===== src/rtl/cbc_pkg.sv =====
package cbc_pkg;
    localparam int DATA_W     = 8;
    localparam int ADDR_W     = 16;
    localparam int ROM_BANK_W = 9;
    localparam int RAM_BANK_W = 4;

    typedef enum logic [2:0] {
        RG_ENABLE,
        RG_ROMLO,
        RG_ROMHI,
        RG_RAMSEL,
        RG_SPARE,
        RG_RAMWIN,
        RG_NONE
    } region_t;
endpackage


===== src/rtl/cbc_decode.sv =====
module cbc_decode
    import cbc_pkg::*;
(
    input  logic [3:0] addr_hi,
    output region_t    rgn
);
    always_comb begin
        unique case (addr_hi)
            4'h0, 4'h1: rgn = RG_ENABLE;
            4'h2:       rgn = RG_ROMLO;
            4'h3:       rgn = RG_ROMHI;
            4'h4, 4'h5: rgn = RG_RAMSEL;
            4'h6, 4'h7: rgn = RG_SPARE;
            4'hA, 4'hB: rgn = RG_RAMWIN;
            default:    rgn = RG_NONE;
        endcase
    end
endmodule


===== src/rtl/cbc_regs.sv =====
module cbc_regs
    import cbc_pkg::*;
#(
    parameter bit MOTOR_VARIANT = 1'b0
) (
    input  logic                  clk,
    input  logic                  rst,
    input  logic                  wr,
    input  region_t               rgn,
    input  logic [DATA_W-1:0]     wdata,
    output logic [ROM_BANK_W-1:0] rom_bank,
    output logic [RAM_BANK_W-1:0] ram_bank,
    output logic                  ram_en,
    output logic                  motor_on
);
    logic [RAM_BANK_W-1:0] sel_bank;
    logic                  sel_motor;

    generate
        if (MOTOR_VARIANT) begin : g_motor
            assign sel_bank  = {1'b0, wdata[2:0]};
            assign sel_motor = wdata[3];
        end else begin : g_plain
            assign sel_bank  = wdata[RAM_BANK_W-1:0];
            assign sel_motor = 1'b0;
        end
    endgenerate

    always_ff @(posedge clk) begin
        if (rst) begin
            rom_bank <= ROM_BANK_W'(1);
            ram_bank <= '0;
            ram_en   <= 1'b0;
            motor_on <= 1'b0;
        end else if (wr) begin
            unique case (rgn)
                RG_ENABLE: ram_en        <= (wdata[3:0] == 4'hA);
                RG_ROMLO:  rom_bank[7:0] <= wdata;
                RG_ROMHI:  rom_bank[8]   <= wdata[0];
                RG_RAMSEL: begin
                    ram_bank <= sel_bank;
                    motor_on <= sel_motor;
                end
                default: ;
            endcase
        end
    end
endmodule


===== src/rtl/cbc_xlate.sv =====
module cbc_xlate
    import cbc_pkg::*;
#(
    parameter int ROM_AW  = 23,
    parameter int RAM_AW  = 17,
    parameter bit HAS_RAM = 1'b1
) (
    input  logic [14:0]           cpu_addr,
    input  region_t               rgn,
    input  logic                  cpu_wr,
    input  logic [ROM_BANK_W-1:0] rom_bank,
    input  logic [RAM_BANK_W-1:0] ram_bank,
    input  logic                  ram_en,
    input  logic [DATA_W-1:0]     rom_rdata,
    input  logic [DATA_W-1:0]     ram_rdata,
    output logic [ROM_AW-1:0]     rom_addr,
    output logic [RAM_AW-1:0]     ram_addr,
    output logic                  ram_we,
    output logic [DATA_W-1:0]     cpu_rdata
);
    localparam int ROM_FULL = ROM_BANK_W + 14;
    localparam int RAM_FULL = RAM_BANK_W + 13;

    logic [ROM_BANK_W-1:0] win_bank;
    logic [ROM_FULL-1:0]   rom_full;
    logic [RAM_FULL-1:0]   ram_full;
    logic                  ram_live;

    // Truncating the full address to the array width masks the bank number.
    assign win_bank = cpu_addr[14] ? rom_bank : '0;
    assign rom_full = {win_bank, cpu_addr[13:0]};
    assign ram_full = {ram_bank, cpu_addr[12:0]};
    assign rom_addr = rom_full[ROM_AW-1:0];
    assign ram_addr = ram_full[RAM_AW-1:0];

    assign ram_live = ram_en & HAS_RAM;
    assign ram_we   = cpu_wr && (rgn == RG_RAMWIN) && ram_live;

    always_comb begin
        unique case (rgn)
            RG_ENABLE, RG_ROMLO, RG_ROMHI,
            RG_RAMSEL, RG_SPARE: cpu_rdata = rom_rdata;
            RG_RAMWIN:           cpu_rdata = ram_live ? ram_rdata : 8'hFF;
            default:             cpu_rdata = 8'hFF;
        endcase
    end
endmodule


===== src/rtl/cart_bank_ctrl.sv =====
module cart_bank_ctrl
    import cbc_pkg::*;
#(
    parameter int ROM_BANKS     = 512,
    parameter int RAM_BANKS     = 16,
    parameter bit HAS_RAM       = 1'b1,
    parameter bit MOTOR_VARIANT = 1'b0,
    localparam int ROM_AW = $clog2(ROM_BANKS) + 14,
    localparam int RAM_AW = $clog2(RAM_BANKS) + 13
) (
    input  logic              clk,
    input  logic              rst,
    input  logic [ADDR_W-1:0] cpu_addr,
    input  logic [DATA_W-1:0] cpu_wdata,
    input  logic              cpu_wr,
    output logic [DATA_W-1:0] cpu_rdata,
    output logic [ROM_AW-1:0] rom_addr,
    input  logic [DATA_W-1:0] rom_rdata,
    output logic [RAM_AW-1:0] ram_addr,
    output logic [DATA_W-1:0] ram_wdata,
    input  logic [DATA_W-1:0] ram_rdata,
    output logic              ram_we,
    output logic              motor_on
);
    region_t               rgn;
    logic [ROM_BANK_W-1:0] rom_bank;
    logic [RAM_BANK_W-1:0] ram_bank;
    logic                  ram_en;

    cbc_decode u_decode (
        .addr_hi (cpu_addr[15:12]),
        .rgn     (rgn)
    );

    cbc_regs #(.MOTOR_VARIANT(MOTOR_VARIANT)) u_regs (
        .clk      (clk),
        .rst      (rst),
        .wr       (cpu_wr),
        .rgn      (rgn),
        .wdata    (cpu_wdata),
        .rom_bank (rom_bank),
        .ram_bank (ram_bank),
        .ram_en   (ram_en),
        .motor_on (motor_on)
    );

    cbc_xlate #(.ROM_AW(ROM_AW), .RAM_AW(RAM_AW), .HAS_RAM(HAS_RAM)) u_xlate (
        .cpu_addr  (cpu_addr[14:0]),
        .rgn       (rgn),
        .cpu_wr    (cpu_wr),
        .rom_bank  (rom_bank),
        .ram_bank  (ram_bank),
        .ram_en    (ram_en),
        .rom_rdata (rom_rdata),
        .ram_rdata (ram_rdata),
        .rom_addr  (rom_addr),
        .ram_addr  (ram_addr),
        .ram_we    (ram_we),
        .cpu_rdata (cpu_rdata)
    );

    assign ram_wdata = cpu_wdata;
endmodule


===== config.mk =====
export PLATFORM = sky130hd
export DESIGN_NAME = cart_bank_ctrl
export DESIGN_NICKNAME = d
export VERILOG_FILES = /design/src/rtl/cbc_pkg.sv /design/src/rtl/cbc_decode.sv /design/src/rtl/cbc_regs.sv /design/src/rtl/cbc_xlate.sv /design/src/rtl/cart_bank_ctrl.sv
export SDC_FILE = /design/constraint.sdc
export NUM_CORES = 1
export LEC_CHECK = 0
export BUFFER_PORTS_ARGS = -buffer_cell sky130_fd_sc_hd__buf_2
export CORE_MARGIN = 1.5
export CORE_UTILIZATION = 34
export CTS_BUF_LIST = sky130_fd_sc_hd__clkbuf_2
export DETAILED_ROUTE_END_ITERATION = 6
export PLACE_DENSITY = 0.86
export RECOVER_POWER = 100
export SETUP_SLACK_MARGIN = 0.3
export SYNTH_ARGS = -nofsm -noshare
export SYNTH_HDL_FRONTEND = slang
export SYNTH_SLANG_ARGS = --single-unit

===== constraint.sdc =====
create_clock -name clk -period 1 [get_ports clk]
set_clock_uncertainty 0.1 [all_clocks]
set_input_delay 0.05 -clock clk [delete_from_list [all_inputs] [get_ports clk]]
set_output_delay 0.05 -clock clk [all_outputs]
set_load 0.005 [all_outputs]

; ---- After elaboration in Yosys (flattened, before gate mapping)
; Memory sizes are Yosys's and may differ from the RTL's.
; Index checks and enable logic that the tools add are counted.
[word_totals]
regBits = 14
rom_bits = 48
input_bits = 43
out_inout_bits = 58
wordCells = 22
memories = 1
[classes]
n_eq_ne = 6
muxes = 3
n_reduce_logical = 8
[mem_list]
columns = memory, depth, width, read_ports, rd_clocked_by_memory_dff, write_ports, line
row1 = (no name shown), 16, 3, 1, 0, 0, cbc_decode.sv:8  ; unique case (addr_hi)
[op_table]
columns = op, n
row1 = $pmux 8 s2, 1
row2 = $mux 9, 1
row3 = $mux 8, 1
row4 = $reduce_and 2->1, 4
row5 = $eq 3x2->1 const B, 2
row6 = $eq 3x3->1 const B, 2
row7 = $reduce_or 5->1, 1
row8 = $eq 4x4->1 const B, 1
row9 = $eq 3x1->1 const B, 1
row10 = $logic_not 3->1, 1
row11 = $logic_and 1x1->1, 2

; ---- Depth between registers and ports, before layout
; Gate-level depths: netlist of the first run.
; An unclocked memory read counts as a cell.
[depth]
ltp_word = 4
mapped_depth = 4
depth_no_buf = 3

; ---- By module
; Synthesis of the first run repeated with hierarchy kept, for this count alone.
[unflattened]
cells_unflattened = 130
hier_area_um2 = 1169.9
[modules_own_cells]
columns = module, n_inst, cells_per_inst, area_per_inst_um2, seq_area_each_um2
row1 = cbc_regs, 1, 52, 563.0, 280.3
row2 = cbc_xlate, 1, 61, 479.2, 0.0
row3 = cbc_decode, 1, 9, 67.6, 0.0
row4 = cart_bank_ctrl, 1, 8, 60.1, 0.0

; ---- Worst setup path before layout of the first run
; OpenSTA, ideal clock, no wires.
[synth_path]
kind = input to register
start = input port cpu_addr[14]
end = register u_regs.rom_bank[0]
setup_ps = 72
arrival_time_ps = 800
t_required_ps = 828
slack_ps = 28
cell_stages = 4
path_buffers = 1
cell_sequence = and2b_1 > nor4b_4 > buf_6 > mux2i_1
[synth_between]
elab_chain_cells = 3
[synth_lines]
columns = element, line
row1 = from (decl), cart_bank_ctrl.sv:13  ; input logic [ADDR_W-1:0] cpu_addr,
row2 = $mem_v2 16x3, n/a
row3 = $eq 3x1->1, cbc_regs.sv:36  ; unique case (rgn)
row4 = $reduce_and 2->1 (no line), n/a
row5 = to (signal assigned), cbc_regs.sv:38  ; RG_ROMLO: rom_bank[7:0] <= wdata;
row6 = to (decl), cbc_regs.sv:11  ; output logic [ROM_BANK_W-1:0] rom_bank,
; No other way between the ends.
; A chain may end at the register's enable or synchronous reset.

; ---- Final worst setup path of the first run
[layout_path]
start = register u_regs.ram_en
end = output port cpu_rdata[6]
[layout_between]
elab_chain_cells = 2
[layout_lines]
columns = element, line
row1 = from (decl), cbc_regs.sv:13  ; output logic ram_en,
row2 = from (signal assigned), cbc_regs.sv:37  ; RG_ENABLE: ram_en <= (wdata[3:0] == 4'hA);
row3 = $mux 8, cbc_xlate.sv:43  ; RG_RAMWIN: cpu_rdata = ram_live ? ram_rdata : 8'hFF;
row4 = $pmux 8 s2, cbc_xlate.sv:40  ; unique case (rgn)
row5 = to (decl), cart_bank_ctrl.sv:16  ; output logic [DATA_W-1:0] cpu_rdata,
; No other way between the ends.

==> run summary, run 1 <==
outcome -> finished, violations left
failing checks -> negative hold slack, negative setup slack
Arrival @ worst endpoint -> 1.08 ns
final setup fails -> 9
f_max -> 816 MHz
PwrDens -> 798 mW/mm²
count of final max-slew check failures -> 0
vias in the first global route -> 855
Worst Hold End -> u_regs.rom_bank[4]
wire length on met2 -> 1240 µm
TNS Setup -> -1.74 ns
most area-hungry cell type in the Yosys netlist -> dfxtp_1
register area share after synthesis -> 26.0%
vias per cell -> 4.45
Post-synth EDFFs -> 0
WL per Instance -> 12.1 µm
reg2reg setup slack -> 0.11 ns
CTS root buffer -> clkbuf_2
Final GP Congestion -> 0.657
Placed Instances -> 195
count of cell types in the netlist -> 19
fin util -> 44.9%
Netlist Area Pre-Place -> 0.00108 mm²
Worst Hold Slack -> -0.0539 ns
YS warnings -> 0
total power -> 1.09 mW
final worst slack -> -0.225 ns
Hold WC Path Type -> primary input to flop
Yosys reg bits -> 14
Net count, final -> 204
fin crit period -> 1.23 ns
Num CTS Buffers -> 3
Final Non-Filler Cells -> 203
Avg Cell Area, Syn -> 8.97 µm²
total wire length -> 2450 µm
met1 WL -> 936 µm
I/O Buffers -> 63
post-synth net total -> 163
io pins -> 101
fillers -> 306
Hold Vio Cnt, Final -> 8
CTS Buffer Depth -> 2
met3 WL -> 241 µm
Die ar. -> 0.00351 mm²
VDD IR-drop max -> 0.000205 V
first-pass GRT wire length -> 3710 µm
hold path cells -> 3
post-DP HPWL -> 1910 µm
share of cells above drive strength 1 -> 58.5%
most frequent cells after synthesis -> 37 x buf_4, 16 x nand2b_1, 14 x dfxtp_1, 14 x mux2i_1, 9 x and2_1
die extent in y -> 59.3 µm
dpl cell area -> 0.00123 mm²
GRT Overall Usage -> 14.2%
initial antenna violation count -> 0
Critical Path RT -> 0.85 ns
largest cells by area after synthesis -> dfxtp_1 26%, buf_4 26%, mux2i_1 13%
Final ANT Viol Nets -> 0
Post-synth ARST share -> 0%
Worst setup EP type -> output port
crit path from -> u_regs.ram_en
DR top layer -> met4
max-cap viol count -> 0
DRT Pass-1 Iters -> 4
hold_sp -> cpu_wdata[4]
RSZ-0062 raised after global routing -> yes
reg-to-reg endpoint -> u_regs.rom_bank[8]
Tcrit/Tclk final -> 123%
Core Area -> 0.00303 mm²
Vias -> 904
critical path type -> flop to output port
post-detailed-route DRC marker count -> 0
clk_lat worst skew -> 0.26 ns
Top FF cell, synth -> dfxtp_1
Die W -> 59.3 µm
Startpoint Class -> flop
Ant. Diodes -> 0
Core Rows -> 20
initial core utilization -> 35.5%
R2R depth -> 4
Clock Sink Count -> 14
Worst Path Max Fanout -> 4
Non-Filler Cell Area, Final -> 0.00136 mm²
r2r startpoint -> u_regs.rom_bank[8]
CTS tree -> yes
Area Overhead vs Synth -> 26.4%
Syn Inst Count -> 120
pre-CTS WS -> -0.201 ns
top cell type's share of synthesized area -> 26.0%
initial detailed-routing violation count -> 32
Clock transition at path regs -> 0.12 ns
H-tree levels -> 1
Pleak -> 0.604 nW
count leader, synth -> buf_4
largest net degree at the start of global routing -> 24
GRT Residual Overflow -> 0
worst max-delay path, cell delays in order (launching register included):
cell     delay [ns]
dfxtp_4        0.39
nand3_2        0.11
o22a_1         0.19
buf_2          0.12
per-layer routing:
layer | track usage, % | up-vias
li1 | - | 442
met1 | 14.1 | 404
met2 | 26.5 | 50
met3 | 5.24 | 8
met4 | 5.52 | 0
met5 | 0 | -
cells by family (layout without fill, tap and decap cells):
family | after synthesis | in the layout | share of synthesized area, %
DFF | 14 | 14 | 26.0
buffers and inverters | 43 | 81 | 28.8
and+or+nand+nor | 40 | 41 | 25.2
AOI/OAI and AO/OA | 8 | 8 | 6.51
muxes | 14 | 14 | 13.0
other | 1 | 1 | 0.349
state kept, by name, summed over array words and instances (netlist names):
signal	cells
u_regs.ram_bank	4
u_regs.rom_bank	9
u_regs.ram_en	1
worst max path at each step:
stage	depth (start not counted)	slack, ns	endpoint
after CTS	3	-0.26	cpu_rdata[7]
after global routing	3	-0.30	cpu_rdata[2]
after global placement	5	-0.17	u_regs.rom_bank[4]
final	3	-0.23	cpu_rdata[6]
after detailed placement	5	-0.20	u_regs.rom_bank[5]
after floorplan	4	0.03	u_regs.rom_bank[0]
where the power goes:
part	leakage, nW	internal (mW)	total [mW]	switching, mW
Combinational	0.475	0.153	0.272	0.118
Clock	0.0125	0.0819	0.246	0.164
Sequential	0.117	0.564	0.568	0.00412
Total	0.604	0.799	1.09	0.286
final cells by class:
| type | count | area (µm²) | area share, % |
|---|---|---|---|
| Clock buffer | 3 | 15.0 | 1.10 |
| Inverter | 1 | 3.75 | 0.276 |
| Multi-Input combinational cell | 64 | 524 | 38.5 |
| Sequential cell | 14 | 294 | 21.6 |
| Tap cell | 44 | 55.1 | 4.05 |
| Timing Repair Buffer | 77 | 468 | 34.4 |
what timing repair did:
| item | CTS | global route |
|---|---|---|
| gates cloned | 1 | 0 |
| endpoints found under the setup margin | 36 | 36 |
| gates resized for setup | 29 | 9 |
| pin swaps | 3 | 2 |
| hold endpoints to repair | 13 | 12 |
| buffers inserted | 2 | 2 |
layout by cell type (no fill, tap or decap):
master,count
and2_1,2
and2_4,7
and2b_2,1
buf_2,47
buf_4,6
buf_6,11
buf_8,1
clkbuf_1,9
clkbuf_2,6
conb_1,1
dfxtp_1,5
dfxtp_2,8
dfxtp_4,1
inv_1,1
mux2i_1,14
nand2b_1,16
nand3_2,1
nand3_4,1
nand4b_1,1
nor2_1,7
nor2_2,1
nor4b_2,1
nor4b_4,1
nor4bb_1,2
o22a_1,8
Power figures use the tool's default switching activity.
==> inputs of run 2 (changes only) <==
--- a/config.mk
+++ b/config.mk
@@ -12,6 +12,7 @@
 export DETAILED_ROUTE_END_ITERATION = 6
 export PLACE_DENSITY = 0.86
 export RECOVER_POWER = 100
+export REMOVE_ABC_BUFFERS = 1
 export SETUP_SLACK_MARGIN = 0.3
 export SYNTH_ARGS = -nofsm -noshare
 export SYNTH_HDL_FRONTEND = slang
==> constraint.sdc (replaced) <==
create_clock -name clk -period 1 [get_ports clk]
set_clock_uncertainty 0.1 [all_clocks]
set_input_delay 0 -clock clk [delete_from_list [all_inputs] [get_ports clk]]
set_output_delay 0 -clock clk [all_outputs]
set_load 0.005 [all_outputs]
==> run 2 against run 1 <==
Against the previous run: largest power group unchanged; critical path depth did not move; sequential power barely moved; fmax rose by 4.2%; via count rose by 8.7%; sequential share of layout area fell by 2.6 points; die area did not move; non-clock buffer count rose by 11; critical path type unchanged; wire length rose by 24%; utilization rose by 5.0 points; the run still ends with negative hold slack, negative setup slack left; clock-buffer cell count did not move; setup slack improved by 0.049 ns.
==> run summary, run 2 (synthesized netlist as in run 1, its figures left out) <==
reg2reg setup slack -> 0.14 ns
Worst path max stage delay -> 0.40 ns
share of cells above drive strength 1 -> 49.4%
die extent in y -> 59.3 µm
Num CTS Buffers -> 3
final worst slack -> -0.176 ns
max-cap viol count -> 0
Vias -> 983
final setup fails -> 9
VDD IR-drop max -> 0.000448 V
initial core utilization -> 35.5%
Worst Path Max Fanout -> 5
reg-to-reg endpoint -> u_regs.rom_bank[4]
Arrival @ worst endpoint -> 1.08 ns
largest net degree at the start of global routing -> 24
CP delay by family, top -> flip-flops
Worst setup EP type -> output port
post-DP HPWL -> 2250 µm
GRT Residual Overflow -> 0
Largest regs -> u_regs.rom_bank x9, u_regs.ram_bank x4, u_regs.ram_en x1
Critical Path RT -> 0.90 ns
CTS tree -> yes
total wire length -> 3040 µm
total power -> 1.16 mW
commonest non-fill, non-tap cell in the layout -> buf_2
most frequent cells in the layout -> 41 x buf_2, 16 x nand2b_1, 14 x mux2i_1, 13 x buf_6, 12 x clkdlybuf4s25_1
pre-CTS WS -> -0.139 ns
initial detailed-routing violation count -> 28
hold_sp -> cpu_wdata[7]
Clock Sink Count -> 14
RSZ-0062 raised after global routing -> yes
Worst Hold End -> u_regs.rom_bank[7]
crit path from -> u_regs.ram_en
Hold WC Path Type -> primary input to flop
post-detailed-route DRC marker count -> 0
DRT Pass-1 Iters -> 4
fillers -> 316
H-tree levels -> 1
CTS Buffer Depth -> 2
sequential cell area -> 288 µm²
max reg flops -> 9
outcome -> finished, violations left
Non-Filler Cell Area, Final -> 0.00151 mm²
Final GP Congestion -> 0.818
Multi-input gate area -> 546 µm²
Final ANT Viol Nets -> 0
Startpoint Class -> flop
WL per Instance -> 14.2 µm
initial antenna violation count -> 0
critical path type -> flop to output port
failing checks -> negative hold slack, negative setup slack
f_max -> 850 MHz
PwrDens -> 768 mW/mm²
GRT Overall Usage -> 15.7%
Hold Vio Cnt, Final -> 13
hold path cells -> 3
r2r startpoint -> u_regs.rom_bank[4]
Ant. Diodes -> 0
Pleak -> 0.647 nW
Tcrit/Tclk final -> 118%
CTS root buffer -> clkbuf_2
Core Rows -> 20
clk_lat worst skew -> 0.27 ns
R2R depth -> 4
critical path's slowest cell -> dfxtp_4
Die ar. -> 0.00351 mm²
vias in the first global route -> 910
Core Area -> 0.00303 mm²
I/O Buffers -> 63
Net count, final -> 215
vias per cell -> 4.59
first-pass GRT wire length -> 4040 µm
Most flops, register -> u_regs.rom_bank
Area Overhead vs Synth -> 40.3%
dpl cell area -> 0.00121 mm²
Die W -> 59.3 µm
critical-path cell list -> nand3_4 -> o22a_1 -> buf_2
count of final max-slew check failures -> 0
Hold Buf Count CTS -> 13
Worst Hold Slack -> -0.115 ns
Worst Path Buf+Inv -> 1
fin crit period -> 1.18 ns
Clock transition at path regs -> 0.13 ns
io pins -> 101
-- run 2: worst max-delay path by stage --
stage	slack, ns	end	cells after the start
2_1_floorplan	-0.20	u_regs.ram_bank[0]	3
3_3_place_gp	-0.13	u_regs.ram_bank[3]	5
3_5_place_dp	-0.14	u_regs.rom_bank[2]	5
4_1_cts	-0.17	cpu_rdata[1]	3
5_1_grt	-0.27	cpu_rdata[5]	3
6_report	-0.18	cpu_rdata[5]	3
-- run 2: routing by layer --
metal | GRT usage [%] | up-vias | routed length, µm
li1 | - | 463 | -
met1 | 17.3 | 450 | 1160
met2 | 27.8 | 68 | 1550
met3 | 6.11 | 2 | 321
met4 | 4.55 | 0 | 13
met5 | 0 | - | 0
-- run 2: final cells by class --
class                           count  share of cell area [%]
Clock buffer                        3                   0.994
Timing Repair Buffer               88                    39.9
Inverter                            1                   0.249
Multi-Input combinational cell     64                    36.1
Sequential cell                    14                    19.1
Tap cell                           44                    3.65
-- run 2: worst min-delay path: cells and delay by family --
family                 cells  cell delay [ns]
buffers and inverters      1             0.10
AND/OR/NAND/NOR            1             0.06
multiplexers               1             0.06
-- run 2: repair_timing --
item	4_1_cts	5_1_grt
gates cloned	1	0
endpoints found under the hold margin	38	13
endpoints found under the setup margin	36	60
buffers inserted	1	2
pin swaps	8	2
gates resized for setup	32	25
-- run 2: power breakdown --
part	internal, mW	leakage (nW)	switching [mW]	total [mW]
Clock	0.0818	0.0125	0.166	0.248
Combinational	0.191	0.519	0.153	0.344
Sequential	0.563	0.115	0.00499	0.568
Total	0.836	0.647	0.325	1.16
-- run 2: per-stage QoR --
step / util (%) / instances / TNS, ns
finish: 49.9 / 214 / -1.30
CTS: 48.6 / 212 / -1.35
global placement: 39.9 / 194 / -1.19
floorplan: - / 78 / -1.77
global route: 49.9 / 214 / -2.09
detailed placement: 39.9 / 194 / -1.58
